**src/rtl/dfr_pkg.sv**
```systemverilog
package dfr_pkg;

  typedef enum logic [1:0] {
    MODE_SINGLE   = 2'd0,
    MODE_STACKED  = 2'd1,
    MODE_PARALLEL = 2'd2
  } route_mode_e;

  function automatic route_mode_e decode_mode(input logic dual_en, input logic sep_bus);
    if (!dual_en)    return MODE_SINGLE;
    else if (sep_bus) return MODE_PARALLEL;
    else             return MODE_STACKED;
  endfunction

endpackage

```
**src/rtl/dfr_cfg_hold.sv**
```systemverilog
module dfr_cfg_hold
  import dfr_pkg::*;
#(
  parameter int CFG_W    = 32,
  parameter int DUAL_BIT = 30,
  parameter int SEP_BIT  = 29,
  parameter int PAGE_BIT = 28
) (
  input  logic              clk,
  input  logic              rst,
  input  logic              ctl_cs_n,
  input  logic [CFG_W-1:0]  cfg_word,
  output route_mode_e       mode_q,
  output logic              upper_q
);

  // Capture only while the controller is idle, so a transfer keeps its routing.
  always_ff @(posedge clk) begin
    if (rst) begin
      mode_q  <= MODE_SINGLE;
      upper_q <= 1'b0;
    end else if (ctl_cs_n) begin
      mode_q  <= decode_mode(cfg_word[DUAL_BIT], cfg_word[SEP_BIT]);
      upper_q <= cfg_word[PAGE_BIT];
    end
  end

endmodule

```
**src/rtl/dfr_tx_route.sv**
```systemverilog
module dfr_tx_route
  import dfr_pkg::*;
#(
  parameter int LANES = 4,
  localparam int WORD_W = 2 * LANES
) (
  input  route_mode_e        mode,
  input  logic               upper,
  input  logic               ctl_cs_n,
  input  logic               ctl_sck,
  input  logic               ctl_data_phase,
  input  logic               ctl_oe,
  input  logic [WORD_W-1:0]  ctl_wr,
  output logic [1:0]         cs_n_d,
  output logic [1:0]         sck_d,
  output logic [1:0]         oe_d,
  output logic [WORD_W-1:0]  dout_d
);

  logic [LANES-1:0] even_bits, odd_bits;
  logic [LANES-1:0] lo_word, up_word;
  logic             sel_lo, sel_up, split;

  for (genvar i = 0; i < LANES; i++) begin : g_split
    assign even_bits[i] = ctl_wr[2*i];
    assign odd_bits[i]  = ctl_wr[2*i+1];
  end

  assign split = (mode == MODE_PARALLEL) && ctl_data_phase;

  always_comb begin
    sel_lo = 1'b0;
    sel_up = 1'b0;
    sck_d  = 2'b00;
    unique case (mode)
      MODE_STACKED: begin
        sel_lo = !ctl_cs_n && !upper;
        sel_up = !ctl_cs_n && upper;
        sck_d  = {ctl_sck, ctl_sck};
      end
      MODE_PARALLEL: begin
        sel_lo = !ctl_cs_n;
        sel_up = !ctl_cs_n;
        sck_d  = {ctl_sck, ctl_sck};
      end
      default: begin
        sel_lo = !ctl_cs_n;
        sck_d  = {1'b0, ctl_sck};
      end
    endcase
  end

  assign lo_word = split ? even_bits : ctl_wr[LANES-1:0];
  assign up_word = split ? odd_bits  : ctl_wr[LANES-1:0];

  assign cs_n_d = {!sel_up, !sel_lo};
  assign oe_d   = {sel_up && ctl_oe, sel_lo && ctl_oe};
  assign dout_d = {sel_up ? up_word : '0, sel_lo ? lo_word : '0};

endmodule

```
**src/rtl/dfr_rx_merge.sv**
```systemverilog
module dfr_rx_merge
  import dfr_pkg::*;
#(
  parameter int LANES = 4,
  localparam int WORD_W = 2 * LANES
) (
  input  route_mode_e        mode,
  input  logic               upper,
  input  logic               ctl_data_phase,
  input  logic [WORD_W-1:0]  dev_din,
  output logic [WORD_W-1:0]  rd_d
);

  logic [WORD_W-1:0] woven;
  logic [LANES-1:0]  lo_bus, up_bus;

  assign lo_bus = dev_din[LANES-1:0];
  assign up_bus = dev_din[WORD_W-1:LANES];

  for (genvar i = 0; i < LANES; i++) begin : g_weave
    assign woven[2*i]   = lo_bus[i];
    assign woven[2*i+1] = up_bus[i];
  end

  always_comb begin
    if (mode == MODE_PARALLEL && ctl_data_phase)
      rd_d = woven;
    else if (mode == MODE_STACKED && upper)
      rd_d = {{LANES{1'b0}}, up_bus};
    else
      rd_d = {{LANES{1'b0}}, lo_bus};
  end

endmodule

```
**src/rtl/dual_flash_router.sv**
```systemverilog
module dual_flash_router
  import dfr_pkg::*;
#(
  parameter int CFG_W    = 32,
  parameter int DUAL_BIT = 30,
  parameter int SEP_BIT  = 29,
  parameter int PAGE_BIT = 28,
  parameter int LANES    = 4,
  localparam int WORD_W  = 2 * LANES
) (
  input  logic              clk,
  input  logic              rst,
  input  logic [CFG_W-1:0]  cfg_word,
  input  logic              ctl_cs_n,
  input  logic              ctl_sck,
  input  logic              ctl_data_phase,
  input  logic              ctl_oe,
  input  logic [WORD_W-1:0] ctl_wr,
  output logic [WORD_W-1:0] ctl_rd,
  output logic [1:0]        dev_cs_n,
  output logic [1:0]        dev_sck,
  output logic [1:0]        dev_oe,
  output logic [WORD_W-1:0] dev_dout,
  input  logic [WORD_W-1:0] dev_din
);

  route_mode_e       mode_q;
  logic              upper_q;
  logic [1:0]        cs_n_d, sck_d, oe_d;
  logic [WORD_W-1:0] dout_d, rd_d;

  dfr_cfg_hold #(
    .CFG_W(CFG_W), .DUAL_BIT(DUAL_BIT), .SEP_BIT(SEP_BIT), .PAGE_BIT(PAGE_BIT)
  ) u_cfg (
    .clk(clk), .rst(rst), .ctl_cs_n(ctl_cs_n), .cfg_word(cfg_word),
    .mode_q(mode_q), .upper_q(upper_q)
  );

  dfr_tx_route #(.LANES(LANES)) u_tx (
    .mode(mode_q), .upper(upper_q), .ctl_cs_n(ctl_cs_n), .ctl_sck(ctl_sck),
    .ctl_data_phase(ctl_data_phase), .ctl_oe(ctl_oe), .ctl_wr(ctl_wr),
    .cs_n_d(cs_n_d), .sck_d(sck_d), .oe_d(oe_d), .dout_d(dout_d)
  );

  dfr_rx_merge #(.LANES(LANES)) u_rx (
    .mode(mode_q), .upper(upper_q), .ctl_data_phase(ctl_data_phase),
    .dev_din(dev_din), .rd_d(rd_d)
  );

  always_ff @(posedge clk) begin
    if (rst) begin
      dev_cs_n <= 2'b11;
      dev_sck  <= 2'b00;
      dev_oe   <= 2'b00;
      dev_dout <= '0;
      ctl_rd   <= '0;
    end else begin
      dev_cs_n <= cs_n_d;
      dev_sck  <= sck_d;
      dev_oe   <= oe_d;
      dev_dout <= dout_d;
      ctl_rd   <= rd_d;
    end
  end

endmodule

```
**config.mk**
```make
export PLATFORM = sky130hd
export DESIGN_NAME = dual_flash_router
export DESIGN_NICKNAME = d
export VERILOG_FILES = /design/src/rtl/dfr_pkg.sv /design/src/rtl/dfr_cfg_hold.sv /design/src/rtl/dfr_tx_route.sv /design/src/rtl/dfr_rx_merge.sv /design/src/rtl/dual_flash_router.sv
export SDC_FILE = /design/constraint.sdc
export NUM_CORES = 1
export LEC_CHECK = 0
export ABC_AREA = 1
export CAP_MARGIN = 20
export CORE_ASPECT_RATIO = 0.8
export CORE_MARGIN = 8
export CORE_UTILIZATION = 29
export DETAILED_ROUTE_END_ITERATION = 8
export PLACE_DENSITY = 0.75
export SLEW_MARGIN = 30
export SYNTH_ARGS = -nofsm -noshare
export SYNTH_HDL_FRONTEND = slang
export SYNTH_SLANG_ARGS = --single-unit
```
**constraint.sdc**
```tcl
create_clock -name clk -period 1.3 [get_ports clk]
set_clock_uncertainty 0.1 [all_clocks]
set_input_delay 0.195 -clock clk [delete_from_list [all_inputs] [get_ports clk]]
set_output_delay 0.195 -clock clk [all_outputs]
set_load 0.02 [all_outputs]
```
==> summary.txt <==
Cells and area
  • Core Util, Final: 0.5146
  • Final nets: roughly 240
  • Diode count: 0
  • Synth-to-Final Area Change: 70.34%
  • Most frequent cells in the layout: dfxtp_1 (24), clkdlybuf4s50_1 (24), nand2_1 (23)
  • Layout cell share with drive strength beyond 1: 0.1602

Floorplanning
  • Starting Density: 0.3021
  • # rows: 18
  • DIE AREA: roughly 5300 sq um
  • Top-level I/O count: between 70 and 80
  • Core area: between 3000 and 4000 sq um
  • Die H: about 67 microns
  • Die X: roughly 79 microns

Timing
  • Fin Hold WS: 0.3652 ns
  • Setup Viol. Count Final: 0
  • Slew Viols, Final: 0
  • Final Hold Viols: 0
  • Tcrit/Tclk final: 0.9358
  • Fin crit period: about 1.2 ns
  • Slew headroom: 0.8365
  • Fmax achieved: between 0.8 and 0.9 GHz
  • Tightest Pin Transition: 0.2463 ns
  • RSZ-0062 raised after global routing: no

Setup path
  • R2R setup slack: 0.09 ns
  • Data arrival time of the critical path: a little over 0.9 ns
  • CP startpoint kind: flop
  • Worst path bufs/invs: 1
  • Worst endpoint required time: 1.00 ns
  • Max FO, Critical Path: 1
  • Slowest CP cell: dlygate4sd2_1
  • WS Path Type: flop to primary output
  • CP endpoint kind: primary output
  • CP peak stage delay: about 0.35 ns
  • Crit path cell chain: dlygate4sd2_1
  • Delay-heaviest family, CP: buffers and inverters

Yosys
  • Mean Syn Cell Area: around 7.7 sq um
  • Post-Synthesis Cells: about 120
  • Post-synthesis cell area: ~930 sq um
  • Seq/Total Area, Yosys: 0.5369
  • Syn_nets: between 150 and 200
  • Cell variety after synth: 14
  • Synthesized flop and latch total: 25
  • Synthesis warning total: 0

Pwr
  • Leak Pwr: ~0.00085 uW
  • Power Density: approximately 940 nW/um^2
  • Maximum vdd drop: about 0.44 mV

Detailed routing
  • DR WL/cell: 10.73 microns
  • Pre-Repair DR Iteration Count: 4
  • Final WL: 2372 microns
  • DR vias: 901
  • Top Layer Used: met4
  • DR WL met3: about 200 microns
  • DRC violations left: 0
  • Met1 WL: 985 microns
  • Vias per inst: just over 4
  • ANT nets after route: 0
  • Met2 Wirelength: 1151 microns
  • Starting DRT DRC Count: 12

Clock network
  • Root Buffer: clkbuf_8
  • Count of clock tree sinks: 25
  • CTS tree: built
  • CTS clk-pin slew, worst paths: about 0.080 ns
  • Cts hold-fix bufs: 0
  • Clock Path Buffers: 2
  • Htree depth: 1
  • Worst-Skew Late Latency: between 0.2 and 0.3 ns
  • CTS Buf Count: 3

GRT
  • Global route overflow: 0
  • Vias in the first global route: approximately 930
  • Largest net degree at the start of global routing: 14
  • Tot GR Track Use: 0.09209
  • Antenna violations before repair: 0
  • First-pass GRT wire length: around 3900 microns

Placement
  • IO Port Bufs: 46
  • DP HPWL: 1940 microns
  • Routability Congestion: a little over 0.8

Outcome
  • Status: finished clean

Hold path
  • Hold Path Class: primary input to flop

Job
  • Max cap viols: 0
[cell usage after synthesis (all sizes together)]
cell / count / area share
dfxtp: 25 / 0.54
inv: 23 / 0.093
ha: 2 / 0.027
a21oi: 4 / 0.021
nand2: 26 / 0.11
o21ai: 3 / 0.016
nor3: 1 / 0.0054
nand3: 13 / 0.075
buf: 1 / 0.012
nor2: 23 / 0.10
[logic make-up after synthesis]
group                    count (synthesis)  share of synthesized area
adder cells (fa/ha/maj)                  2                    0.02684
AND/OR/NAND/NOR                         63                     0.2940
AO/OA/AOI/OAI                            7                    0.03758
flip-flops                              25                     0.5369
buffers and inverters                   24                     0.1047
[layer usage]
| metal | track usage | up-vias |
|---|---|---|
| met5 | 0 | - |
| met4 | 0.03456 | 0 |
| met3 | 0.03091 | 2 |
| met2 | 0.1750 | 28 |
| met1 | 0.09105 | 385 |
| li1 | - | 486 |
[registers in the layout, summed over array words and instances (netlist names)]
| register | count |
|---|---|
| ctl_rd | 8 |
| dev_dout | 8 |
| dev_cs_n | 2 |
| dev_oe | 2 |
| dev_sck | 2 |
| u_cfg.mode_q | 2 |
| u_cfg.upper_q | 1 |
[worst paths after layout]
path / from / to / cells past startpoint
worst max-delay path: dev_dout[1] / dev_dout[1] / 1
worst min-delay path: ctl_sck / dev_sck[0] / 3
worst max register to register: u_cfg.mode_q[0] / ctl_rd[2] / 8
worst min register to register: u_cfg.mode_q[0] / u_cfg.mode_q[0] / 2
[what timing repair did]
item / 4_1_cts / 5_1_grt
resized for setup: 24 / 9
pin swaps: 1 / 2
cloned: 0 / 0
setup endpoints to repair: 35 / 18
setup buffers: 1 / 0
endpoints found under the hold margin: 0 / 0
[metrics by stage]
stage	setup slack (ns)	instances	total power, uW	instance area [sq um]	TNS (ns)
after detailed placement	-0.1812	216	1061	1506	-1.716
after floorplan	0.07183	121	907.4	932.1	0
after CTS	0.003280	221	1492	1554	0
after global routing	0.005046	221	1556	1588	0
after global placement	-0.1402	216	1058	1506	-1.535
final	0.08344	221	1485	1588	0
[power breakdown]
group / switching (uW) / leakage (uW) / internal [uW]
Combinational: 110 / 0.000622 / 131
Clock: 226 / 0.0000228 / 219
Sequential: 9.70 / 0.000205 / 790
Total: 346 / 0.000850 / 1140
[area by class of cell]
class | instances | area [sq um]
fill | 295 | 1498
timing repair buffer | 57 | 528.0
multi-input combinational | 72 | 376.6
sequential | 25 | 501.7
inverter | 23 | 86.33
tap | 40 | 50.05
clock buffer | 4 | 45.04
Power figures use the tool's default switching activity.
